[config.mk]
export PLATFORM = sky130hd
export DESIGN_NAME = prescaled_pwm
export DESIGN_NICKNAME = d
export VERILOG_FILES = /design/src/rtl/prescaled_pwm.sv
export SDC_FILE = /design/constraint.sdc
export NUM_CORES = 1
export LEC_CHECK = 0
export CORE_AREA = 2 2 141 143
export DETAILED_ROUTE_END_ITERATION = 8
export DIE_AREA = 0 0 143 145
export GPL_TIMING_DRIVEN = 0
export PLACE_DENSITY = 0.93
export SLEW_MARGIN = 10
export SYNTH_ARGS = -nofsm -noshare
export SYNTH_HDL_FRONTEND = slang
export SYNTH_SLANG_ARGS = --single-unit
[constraint.sdc]
create_clock -name clk -period 4.43 [get_ports clk]
set_input_delay 0.6645 -clock clk [delete_from_list [all_inputs] [get_ports clk]]
set_output_delay 0.6645 -clock clk [all_outputs]
set_load 0.01 [all_outputs]
[src/rtl/prescaled_pwm.sv]
`timescale 1ns/1ps
module prescaled_pwm #(
  parameter int NCH   = 2,
  parameter int PSC_W = 10,
  parameter int PER_W = 12
) (
  input  logic             clk,
  input  logic             rst_n,
  input  logic             bus_wr,
  input  logic [6:0]       bus_addr,
  input  logic [31:0]      bus_wdata,
  output logic [31:0]      bus_rdata,
  output logic [NCH-1:0]   pwm_out
);
  localparam int EN = 0, INV = 1, AL = 2, STOP = 3;

  logic [31:0]        rd_word [NCH];
  logic [4*NCH-1:0]   pend_all;
  logic [NCH-1:0]     run_all;

  wire unused_ok = ^{bus_addr[1:0], bus_wdata[31:PER_W]};

  for (genvar g = 0; g < NCH; g++) begin : g_ch
    logic [3:0]       ctl_w, ctl_a, pend, armed;
    logic [1:0]       ld_w;
    logic [PSC_W-1:0] psc_w, psc_a, psc_cnt;
    logic [PER_W-1:0] per_w, per_a, duty_w, duty_a, per_cnt;
    logic             run;

    wire [3:0] we = (bus_wr && !bus_addr[6] && bus_addr[5:4] == 2'(g))
                    ? (4'(1) << bus_addr[3:2]) : 4'b0;
    wire tick = run && psc_cnt >= psc_a;
    wire wrap = tick && per_cnt >= per_a;
    wire hold = run && ctl_a[AL] && !wrap;
    wire [3:0] go = pend & armed & {~hold, ~hold, 2'b11};
    wire halt = go[0] && !ctl_w[EN] && ctl_w[STOP];

    always_ff @(posedge clk or negedge rst_n) begin
      if (!rst_n) begin
        ctl_w <= '0; ctl_a <= '0; ld_w <= '0;
        psc_w <= '0; psc_a <= '0; per_w <= '0; per_a <= '0;
        duty_w <= '0; duty_a <= '0;
        pend <= '0; armed <= '0; run <= 1'b0;
        psc_cnt <= '0; per_cnt <= '0;
      end else begin
        pend  <= we | (pend & ~go);
        armed <= pend & ~we & ~go;

        if (we[0]) begin
          ctl_w <= bus_wdata[3:0];
          ld_w  <= bus_wdata[5:4];
        end
        if (we[1]) psc_w  <= bus_wdata[PSC_W-1:0];
        if (we[2]) per_w  <= bus_wdata[PER_W-1:0];
        if (we[3]) duty_w <= bus_wdata[PER_W-1:0];

        if (go[0]) ctl_a  <= ctl_w;
        if (go[1]) psc_a  <= psc_w;
        if (go[2]) per_a  <= per_w;
        if (go[3]) duty_a <= duty_w;

        if (go[0] && ctl_w[EN])
          run <= 1'b1;
        else if (halt || (wrap && !ctl_a[EN]))
          run <= 1'b0;

        if (halt || (go[0] && ld_w[1]) || !run) begin
          psc_cnt <= '0;
          per_cnt <= '0;
        end else if (go[0] && ld_w[0]) begin
          psc_cnt <= '0;
        end else if (tick) begin
          psc_cnt <= '0;
          per_cnt <= wrap ? '0 : per_cnt + 1'b1;
        end else begin
          psc_cnt <= psc_cnt + 1'b1;
        end
      end
    end

    assign pwm_out[g] = run ? ((per_cnt < duty_a) ^ ctl_a[INV]) : ctl_a[INV];
    assign rd_word[g] = (bus_addr[3:2] == 2'd0) ? 32'(ctl_w)  :
                        (bus_addr[3:2] == 2'd1) ? 32'(psc_w)  :
                        (bus_addr[3:2] == 2'd2) ? 32'(per_w)  : 32'(duty_w);
    assign pend_all[4*g +: 4] = pend;
    assign run_all[g] = run;
  end

  always_comb begin
    bus_rdata = '0;
    if (bus_addr[6:2] == 5'b10000) begin
      for (int i = 0; i < NCH; i++) bus_rdata[8*i +: 4] = pend_all[4*i +: 4];
    end else if (!bus_addr[6]) begin
      for (int i = 0; i < NCH; i++)
        if (bus_addr[5:4] == 2'(i)) bus_rdata = rd_word[i];
    end
  end
endmodule

* Word-level counts from Yosys, hierarchy flattened
Index checks and enable logic that the tools add are counted.
** Word-level totals
- Input bits :: 42
- Bits in registers :: 216
** Operators by class
- Muxes and demuxes :: 35
- Bitwise operators :: 20
- Eq/ne operators :: 6
- Reduce and logical (&&, ||, !) cells :: 46
- Shifts and indexed selects :: 1
- Add/sub/neg operators :: 4
- Magnitude comparators :: 6
** Operators by type and width (count)
- $mux 12 :: 16
- $mux 10 :: 6
- $and 4x4->4 :: 10
- $mux 32 :: 1
- $add 12x1->12 const B :: 2
- $ge 12x12->1 :: 2
- $lt 12x12->1 :: 2
- $logic_and 1x1->1 :: 23
- $add 10x1->10 const B :: 2
- $ge 10x10->1 :: 2
- $mux 20 :: 1
- $mux 4 :: 5
- $not 4->4 :: 4
- $logic_not 1->1 :: 9
- $or 4x4->4 :: 2
- $reduce_bool 2->1 :: 4
- $logic_or 1x1->1 :: 6
- $mux 1 :: 6
- $eq 5x5->1 const B :: 1
- $eq 2x1->1 const B :: 2
- $logic_not 2->1 :: 2
- $ne 2x2->1 const B :: 2
- $reduce_and 2->1 :: 2
- $shl 1x2->4 const A :: 1
- 3 further kinds :: 5

* Depth between registers and ports, before layout
Gate-level depths: netlist of the first run.
- Depth after elaboration :: 13
- Depth in mapped cells :: 10
- Mapped depth without buffers :: 8

* Worst setup path after synthesis of the first run
Ideal clock, no wire load.
- Path type :: input-to-output
- Start point :: input port bus_addr[3]
- End point :: output port bus_rdata[4]
- Buffers on the path :: 2
- Arrival :: 1.965 ns
- Cell stages on the path :: 6
- Slack :: 1.801 ns
- Data required time :: 3.766 ns
- Cell sequence :: buf_2 > nor2b_1 > buf_2 > mux4_2 > a21oi_1 > nor2_1
** On the way
- Word-level cells in the longest chain between the ends :: 8
- Elaborated cells between the ends (all ways) :: 14
- Those cells by class :: eq/ne (3); mux (10); reduce/logical (1)
** RTL lines
- start: declaration :: line 10 : input logic [6:0] bus_addr,
- $eq 2x2->1 :: line 84 : (bus_addr[3:2] == 2'd2) ? 32'(per_w) : 32'(duty_w);
- $mux 12 :: line 84
- $mux 12 :: line 83 : (bus_addr[3:2] == 2'd1) ? 32'(psc_w) :
- $mux 12 :: line 82 : assign rd_word[g] = (bus_addr[3:2] == 2'd0) ? 32'(ctl_w) :
- $mux 12 (2 in series) :: line 95 : if (bus_addr[5:4] == 2'(i)) bus_rdata = rd_word[i];
- $mux 32 :: line 93 : end else if (!bus_addr[6]) begin
- $mux 4 (*) :: line 91 : if (bus_addr[6:2] == 5'b10000) begin
- end: declaration :: line 12 : output logic [31:0] bus_rdata,
Mark *: on every way between the ends. The rest lies on a longest branch, timed or not.

* Final worst setup path of the first run
- Start point :: input port bus_addr[4]
- End point :: output port bus_rdata[8]
** On the way
- Word-level cells in the longest chain between the ends :: 5
- Elaborated cells between the ends (all ways) :: 7
- Those cells by class :: eq/ne (2); mux (4); reduce/logical (1)
** RTL lines (line)
- $logic_not 2->1 :: 95
- $mux 12 (2 in series) :: 95
- $mux 32 :: 93
- $mux 4 (*) :: 91
Marks and branches as above.

==> results of run 1 <==
## worst max-delay path, stage by stage
cell and delay [ns]:
clkdlybuf4s50_1 0.51, or2_1 0.26, buf_2 0.17, nor4b_2 0.88, nand2_1 0.28, o21ai_0 0.19
clkdlybuf4s50_1 0.59
## cell usage in the layout (no fill, tap or decap), types with 11 or more instances in the layout
master and instances:
clkdlybuf4s50_1 30, nand4_1 12, mux4_2 11, nand2_1 93, dfrtp_1 216, o22ai_1 28
nand2b_1 11, nor2_1 50, o21ai_0 26, clkbuf_16 23, buf_2 18, mux2_2 115
ha_1 70, a21oi_1 38, inv_1 80, clkbuf_1 22, nand3_1 62, buf_4 21
conb_1 20
## power groups by stage
stage | combinational (mW) | clock [mW] | sequential (mW)
2_1_floorplan | 1.54 | 0 | 2.68
3_3_place_gp | 1.95 | 0 | 2.81
3_5_place_dp | 2.07 | 0 | 2.84
4_1_cts | 2.15 | 1.86 | 2.82
5_1_grt | 2.40 | 1.94 | 2.88
6_report | 2.19 | 1.86 | 2.85
## registers in the layout (all words and copies together), names as in the netlist
signal / cells
g_ch.armed: 8
g_ch.ctl_a: 6
g_ch.ctl_w: 8
g_ch.duty_a: 24
g_ch.duty_w: 24
g_ch.ld_w: 4
g_ch.pend: 8
g_ch.per_a: 24
g_ch.per_cnt: 24
g_ch.per_w: 24
g_ch.psc_a: 20
g_ch.psc_cnt: 20
g_ch.psc_w: 20
g_ch.run: 2
## cells by family (layout without fill, tap and decap cells)
logic type / count (synthesis) / in the layout / synth area share [%]
XOR/XNOR: 17 / 17 / 1.29
flip-flops: 216 / 216 / 46.9
buffers and inverters: 141 / 210 / 5.60
multiplexers: 156 / 156 / 16.5
other: 1 / 20 / 0.0325
adder cells (fa/ha/maj): 70 / 70 / 7.60
AO/OA/AOI/OAI: 173 / 173 / 9.91
AND/OR/NAND/NOR: 285 / 285 / 12.1
## cell type report
cell class | instances | share of cell area [%]
Buffer | 61 | 2.66
Clock buffer | 29 | 4.76
Clock inverter | 7 | 0.655
Inverter | 80 | 2.31
Multi-Input combinational cell | 721 | 42.6
Sequential cell | 216 | 41.6
Tap cell | 265 | 2.55
Timing Repair Buffer | 33 | 2.85
## path summary, 6_finish.rpt
check,endpoint,start,depth (start not counted),slack [ns]
hold reg to reg,g_ch[1].armed[1],g_ch[1].armed[1],1,0.46
min in group clk,g_ch[1].armed[1],g_ch[1].armed[1],1,0.46
setup / recovery,bus_rdata[8],bus_addr[4],7,0.24
hold / removal,g_ch[1].psc_cnt[1],rst_n,1,0.09
max in group asynchronous,g_ch[0].psc_cnt[0],rst_n,3,3.21
setup reg to reg,g_ch[0].per_a[2],g_ch[0].per_cnt[9],8,1.66
## layer usage
layer / vias up / part of all wire [%]
li1: 3897 / -
met1: 4400 / 36
met2: 588 / 48
met3: 137 / 11
met4: 0 / 4.2
met5: - / 0
## through the flow
step	TNS (ns)	setup slack [ns]	utilization, %	power, mW	instance area [um^2]
final	0	0.237	67.7	6.90	13000
after global routing	0	0.182	67.7	7.22	13000
after CTS	0	0.366	67.7	6.84	13000
after detailed placement	0	0.462	64.0	4.90	12300
after global placement	-1288.49	-5.98	63.7	4.75	12200
after floorplan	0	1.80	-	4.22	11600
==> flow_summary.json, run 1 <==
{
  "cp.arrival_ns": 3.53,
  "vias": 9022,
  "status": "finished, final reports clean",
  "ys_types": 69,
  "use_met3_pct": 4.88,
  "clk_latency_ns": 0.52,
  "yosysMostFrequentCell": "dfrtp_1",
  "synthArstFlopShare_pct": 100,
  "routed_wl_um": 30400,
  "yosys.area.top_type": "dfrtp_1",
  "peakVddDrop_mv": 0.535,
  "ant_nets": 0,
  "powerDensity_nw_per_um2": 531,
  "cp.required_ns": 3.77,
  "p_sw_share_pct": 35.9,
  "tightestPinTransition_ns": 1.02,
  "cts_resized": 0,
  "grt_max_degree": 81,
  "power_frac_comb_pct": 31.8,
  "drc": 0,
  "io_buffer_count": 31,
  "placementRows": 51,
  "clkTransAtPathRegs_ns": 0.06,
  "synth_seq_cells": 216,
  "avgRoutedWirePerCell_um": 21.5,
  "grt_pass1_vias": 9212,
  "power.leakage_nw": 5.94,
  "ys_top_cells_by_count": "216 x dfrtp_1, 115 x mux2_2, 93 x nand2_1",
  "cts_setup_buffers": 0,
  "final-instance-count-excl-fill": 1412,
  "multiInputGateArea_um2": 5540,
  "setup_violations": 0,
  "core_area_um2": 19200,
  "fill_cells": 1246,
  "cts_root_buffer": "clkbuf_16",
  "synth_cells": 1059,
  "die-height_um": 145,
  "htreeDepth": 1,
  "fin_crit_sh_pct": 94.7,
  "grt_overflow": 0,
  "drt-pass1-iter-count": 6,
  "pin_count": 76,
  "initial_core_util_pct": 60.0,
  "yosys_most_used_dff": "dfrtp_1",
  "cp-start-kind": "input port",
  "hp-class": "in2async",
  "antenna_found_initial": 0,
  "holdBufCountCts": 0,
  "regArea_um2": 5410,
  "antenna_cells": 0,
  "p_sw_mw": 2.48,
  "grt.total_usage_pct": 30.2,
  "die_w_um": 143,
  "cts_tree": "yes",
  "hold-worst-slack_ns": 0.0944,
  "use_met1_pct": 40.4,
  "cts_inserted_buffers": 22,
  "relSlewSlack_pct": 32.1,
  "synth_seq_area_share_pct": 46.9,
  "finalClockSkew_ns": 0.00884,
  "fin_crit_ns": 4.19,
  "internal_power_mw": 4.42,
  "drt_iter0_drc": 1116,
  "timing.max_cap.violations": 0,
  "cp_max_fo": 8,
  "endpoint_kind": "primary output",
  "hold_viol": 0,
  "pwr-share-clk_pct": 26.9,
  "synth_edf_count": 0,
  "fmax_mhz": 238,
  "synthTopCellsByArea": "dfrtp_1 47%, mux2_2 11%, ha_1 7.6%, nand2_1 3.0%, nand3_1 2.7%",
  "rsz0062_at_grt": "no",
  "yosysWarnings": 0,
  "area_growth_pct": 12.8,
  "clock_sinks": 216,
  "layout.nets": 1247,
  "worstSetupPathType": "in2out",
  "synth_area_um2": 11500,
  "syn_area_per_cell_um2": 10.9,
  "via_per_inst": 6.39,
  "dp_hpwl_um": 20300,
  "placed_cells": 1376,
  "die_area_um2": 20700,
  "routabilityCongestion": 0.999,
  "grt_first_pass_wirelength_um": 49100,
  "slew_violations": 0,
  "busiest_layer": "met2",
  "seqPwrFrac_pct": 41.3,
  "synth_top_area_share_pct": 46.9,
  "cts_buffer_depth": 3,
  "grt_use_met2_pct": 48.8,
  "drive_gt1_share_pct": 20.1
}
No activity file was read; power rests on OpenSTA's default activity.
==> run 2, diff against run 1 <==
--- a/config.mk
+++ b/config.mk
@@ -5,9 +5,9 @@
 export SDC_FILE = /design/constraint.sdc
 export NUM_CORES = 1
 export LEC_CHECK = 0
-export CORE_AREA = 2 2 141 143
+export CORE_AREA = 2 2 148 136
 export DETAILED_ROUTE_END_ITERATION = 8
-export DIE_AREA = 0 0 143 145
+export DIE_AREA = 0 0 150 138
 export GPL_TIMING_DRIVEN = 0
 export PLACE_DENSITY = 0.93
 export SLEW_MARGIN = 10
==> constraint.sdc (replaced) <==
create_clock -name clk -period 5 [get_ports clk]
set_input_delay 0.75 -clock clk [delete_from_list [all_inputs] [get_ports clk]]
set_output_delay 0.75 -clock clk [all_outputs]
set_load 0.01 [all_outputs]
==> run 2 against run 1 <==
- sequential cell count stayed put
- cell area down 0.21%
- global-route usage shrank 1.3 points
- combinational power shrank 13%
- critical path depth did not move
- cell count fell by 0.35%
- highest routed layer unchanged
==> flow_summary.json, run 2 (synthesis gave the netlist of run 1 again) <==
{
  "powerDensity_nw_per_um2": 467,
  "grt_max_degree": 119,
  "cts_setup_buffers": 0,
  "die_area_um2": 20700,
  "final_common_cell": "dfrtp_1",
  "cts_root_buffer": "clkbuf_16",
  "cp.required_ns": 4.25,
  "dp_hpwl_um": 20700,
  "placementRows": 49,
  "htreeDepth": 1,
  "die_w_um": 150,
  "grt_pass1_vias": 8882,
  "cts_tree": "yes",
  "cp.arrival_ns": 3.62,
  "hp-class": "in2async",
  "r2r-start": "g_ch[1].per_cnt[9]",
  "peakVddDrop_mv": 0.347,
  "fin_crit_ns": 4.37,
  "grt.total_usage_pct": 28.9,
  "avgRoutedWirePerCell_um": 20.8,
  "cts_inserted_buffers": 23,
  "tightestPinTransition_ns": 1.02,
  "clock_sinks": 216,
  "initial_core_util_pct": 59.5,
  "cp.depth": 7,
  "ant_nets": 0,
  "setup_ws_ns": 0.627,
  "rsz0062_at_grt": "no",
  "clk_latency_ns": 0.51,
  "startpoint": "bus_addr[5]",
  "final-instance-count-excl-fill": 1407,
  "vias": 8865,
  "finalClockSkew_ns": 0.0135,
  "area_growth_pct": 12.6,
  "finalCoreUtilization_pct": 67.0,
  "path_cells": "clkdlybuf4s50_1 -> or2_1 -> buf_2 -> nor4b_2 -> nand2_1 -> o21ai_0 -> clkdlybuf4s50_1",
  "final_cell_mix": "216 x dfrtp_1, 115 x mux2_2, 93 x nand2_1",
  "reg2regPathDepth": 8,
  "placed_cells": 1365,
  "placed_area_um2": 12300,
  "power_mw": 6.05,
  "via_per_inst": 6.30,
  "relSlewSlack_pct": 31.7,
  "cp_max_fo": 8,
  "cp-start-kind": "input port",
  "timing.max_cap.violations": 0,
  "routed_wl_um": 29300,
  "regToRegSetupSlack_ns": 2.31,
  "worstSetupPathType": "in2out",
  "die-height_um": 138,
  "path_common_cell": "clkdlybuf4s50_1",
  "slowest_delay_ns": 0.88,
  "place_ws_ns": 0.746,
  "power.leakage_nw": 5.92,
  "drive_gt1_share_pct": 20.4,
  "grt_first_pass_wirelength_um": 47300,
  "status": "finished, final reports clean",
  "crit_end": "bus_rdata[8]",
  "drt-pass1-iter-count": 6,
  "hold_viol": 0,
  "routabilityCongestion": 0.946,
  "crit_path_top_delay_cell": "nor4b_2",
  "drt_iter0_drc": 956,
  "stdcell_area_um2": 13000,
  "cpLargestDelayFamily": "simple AND/OR/NAND/NOR gates",
  "layout.nets": 1247,
  "cts_resized": 0,
  "reg2reg_to": "g_ch[1].duty_a[2]",
  "grt_overflow": 0,
  "core_area_um2": 19400,
  "clkTransAtPathRegs_ns": 0.06,
  "setup_violations": 0,
  "io_buffer_count": 31,
  "antenna_found_initial": 0,
  "cts_buffer_depth": 3,
  "fin_crit_sh_pct": 87.5,
  "drc": 0,
  "holdBufCountCts": 0,
  "pin_count": 76,
  "fmax_mhz": 229,
  "crit_buf_inv": 3,
  "slew_violations": 0,
  "endpoint_kind": "primary output"
}
run 2: metrics by stage:
stage                     TNS [ns]  hold WS, ns
after floorplan                  0        0.420
after global placement    -1208.29        0.430
after detailed placement         0        0.439
after CTS                        0        0.303
after global routing             0        0.344
final                            0        0.257
run 2: per-layer routing:
layer  up-vias  part of all wire [%]  wire length, um  GRT usage [%]
li1       3903                     -                -              -
met5         -                     0                0              0
met3        93                    11             3120           6.07
met2       492                    47            13700           45.2
met1      4377                    39            11500           40.7
met4         0                   3.3              963           9.38
run 2: power by group:
part | switching (mW) | internal (mW)
Clock | 0.710 | 0.918
Combinational | 1.12 | 0.790
Sequential | 0.354 | 2.16
Total | 2.19 | 3.87
run 2: how the worst min path moves through the flow:
stage	endpoint	slack [ns]	depth (start not counted)	from
2_1_floorplan	g_ch[0].armed[1]	0.42	1	g_ch[0].armed[1]
3_3_place_gp	g_ch[1].armed[1]	0.43	1	g_ch[1].armed[1]
3_5_place_dp	g_ch[1].armed[1]	0.44	1	g_ch[1].armed[1]
4_1_cts	g_ch[1].psc_cnt[6]	0.30	1	rst_n
5_1_grt	g_ch[1].psc_cnt[6]	0.34	1	rst_n
6_report	g_ch[1].psc_cnt[6]	0.26	1	rst_n
run 2: final cells by class:
type | instances | area, um^2
Sequential cell | 216 | 5410
Timing Repair Buffer | 32 | 343
Multi-Input combinational cell | 721 | 5540
Buffer | 61 | 345
Fill cell | 1341 | 6400
Inverter | 80 | 300
Clock inverter | 14 | 113
Antenna cell | 1 | 2.50
Clock buffer | 27 | 601
Tap cell | 255 | 319
==> run 3, diff against run 2 <==
--- a/config.mk
+++ b/config.mk
@@ -8,7 +8,6 @@
 export CORE_AREA = 2 2 148 136
 export DETAILED_ROUTE_END_ITERATION = 8
 export DIE_AREA = 0 0 150 138
-export GPL_TIMING_DRIVEN = 0
 export PLACE_DENSITY = 0.93
 export SLEW_MARGIN = 10
 export SYNTH_ARGS = -nofsm -noshare
==> run 3 against run 2 <==
- die area is the same
- via count grew 0.65%
- register-to-register slack lost 0.57 ns
- critical path type unchanged
- critical endpoint is now bus_rdata[3]
==> flow_summary.json, run 3 (synthesis gave the netlist of run 1 again) <==
{
  "hp-class": "in2async",
  "htreeDepth": 1,
  "clock_sinks": 216,
  "slew_violations": 0,
  "routed_wl_um": 30500,
  "fin_crit_sh_pct": 87.1,
  "grt_overflow": 0,
  "vias": 8923,
  "antenna_found_initial": 1,
  "use_met1_pct": 40.8,
  "rsz0062_at_grt": "no",
  "power_frac_comb_pct": 30.1,
  "pwr-share-clk_pct": 28.3,
  "tns_ns": 0,
  "grt_first_pass_wirelength_um": 48800,
  "io_buffer_count": 33,
  "grt_use_met2_pct": 46.7,
  "endpoint_kind": "primary output",
  "internal_power_mw": 3.96,
  "holdBufCountCts": 0,
  "grt_pass1_vias": 8947,
  "setup_violations": 0,
  "die_area_um2": 20700,
  "powerDensity_nw_per_um2": 490,
  "placementRows": 49,
  "hold_viol": 0,
  "grt.total_usage_pct": 30.0,
  "drive_gt1_share_pct": 18.7,
  "cts_inserted_buffers": 23,
  "power_mw": 6.26,
  "cts_setup_buffers": 0,
  "cts_buffer_depth": 3,
  "slowest_delay_ns": 0.88,
  "power.leakage_nw": 5.78,
  "hold-worst-slack_ns": 0.381,
  "p_sw_share_pct": 36.8,
  "cp.required_ns": 4.25,
  "cp.arrival_ns": 3.61,
  "clk_latency_ns": 0.53,
  "core_area_um2": 19400,
  "status": "finished, final reports clean",
  "crit_path_top_delay_cell": "nor4b_2",
  "final_common_cell": "dfrtp_1",
  "fill_cells": 1352,
  "cts_tree": "yes",
  "path_common_cell": "clkdlybuf4s50_1",
  "clkTransAtPathRegs_ns": 0.06,
  "finalCoreUtilization_pct": 65.9,
  "pin_count": 76,
  "drt_iter0_drc": 1107,
  "finalClockSkew_ns": 0.0142,
  "ant_nets": 0,
  "grt_max_degree": 133,
  "via_per_inst": 6.58,
  "worstSetupPathType": "in2out",
  "cp_max_fo": 14,
  "fin_crit_ns": 4.36,
  "relSlewSlack_pct": 24.5,
  "p_sw_mw": 2.31,
  "drc": 0,
  "seqPwrFrac_pct": 41.6,
  "path_cells": "clkdlybuf4s50_1 -> buf_4 -> or2_1 -> nor4b_2 -> nand2_1 -> o21ai_0 -> clkdlybuf4s50_1",
  "routabilityCongestion": 0.947,
  "fmax_mhz": 230,
  "dp_hpwl_um": 20200,
  "die-height_um": 138,
  "use_met3_pct": 7.79,
  "timing.max_cap.violations": 0,
  "die_w_um": 150,
  "cts_resized": 0,
  "drt-pass1-iter-count": 5,
  "final_cell_mix": "216 x dfrtp_1, 115 x mux2_2, 93 x nand2_1",
  "initial_core_util_pct": 59.5,
  "peakVddDrop_mv": 0.317,
  "area_growth_pct": 10.9,
  "cts_root_buffer": "clkbuf_16",
  "cp-start-kind": "input port",
  "busiest_layer": "met2",
  "tightestPinTransition_ns": 1.13,
  "layout.nets": 1196,
  "avgRoutedWirePerCell_um": 22.5
}
[run 3: cell count changes in the layout (fill, tap and decap cells not counted), sizes merged]
cell,previous run,this run
bufinv,1,2
clkdlybuf4s50,30,32
clkinv,8,5
buf,45,9
inv,81,82
clkbuf,45,32
clkinvlp,4,2
[run 3: stage by stage]
| step | std cells | area [um^2] | setup WS, ns |
|---|---|---|---|
| final | 1357 | 12800 | 0.645 |
| after CTS | 1355 | 12800 | 0.769 |
| after detailed placement | 1313 | 12000 | 0.789 |
| after floorplan | 1078 | 11600 | 2.20 |
| after global routing | 1356 | 12800 | 0.578 |
| after global placement | 1313 | 12000 | 0.916 |
[run 3: area by class of cell]
| type | count | area [um^2] | area share, % |
|---|---|---|---|
| antenna | 1 | 2.50 | 0.0196 |
| clock buffer | 31 | 656 | 5.13 |
| clock inverter | 11 | 133 | 1.04 |
| inverter | 80 | 300 | 2.35 |
| multi-input combinational | 721 | 5560 | 43.5 |
| sequential | 216 | 5410 | 42.3 |
| tap | 255 | 319 | 2.50 |
| timing repair buffer | 42 | 402 | 3.14 |
[run 3: critical path: cells and delay by family]
family	cells	cell delay, ns
and+or+nand+nor	3	1.36
buffers and inverters	3	1.25
AOI/OAI and AO/OA	1	0.23
[run 3: power by group through the flow]
| stage | Combinational, mW | Sequential [mW] | Clock [mW] |
|---|---|---|---|
| 6_report | 1.88 | 2.60 | 1.77 |
| 5_1_grt | 2.04 | 2.64 | 1.86 |
| 4_1_cts | 1.83 | 2.58 | 1.78 |
| 3_5_place_dp | 1.77 | 2.59 | 0 |
| 3_3_place_gp | 1.66 | 2.56 | 0 |
| 2_1_floorplan | 1.36 | 2.37 | 0 |
[run 3: worst paths after layout]
kind	startpoint	to	slack, ns	depth (start not counted)
worst max-delay path	bus_addr[4]	bus_rdata[3]	0.64	7
worst min-delay path	rst_n	g_ch[1].psc_cnt[0]	0.38	1
worst max register to register	g_ch[0].per_cnt[5]	g_ch[0].per_cnt[5]	1.74	7
worst min register to register	g_ch[1].armed[1]	g_ch[1].armed[1]	0.46	1
max in group asynchronous	rst_n	g_ch[0].psc_cnt[6]	3.42	2
min in group clk	g_ch[1].armed[1]	g_ch[1].armed[1]	0.46	1
[run 3: routing by layer]
| metal | up-vias | wire, um |
|---|---|---|
| li1 | 3788 | - |
| met3 | 150 | 3650 |
| met2 | 620 | 13900 |
| met4 | 0 | 1510 |
| met5 | - | 0 |
| met1 | 4365 | 11500 |
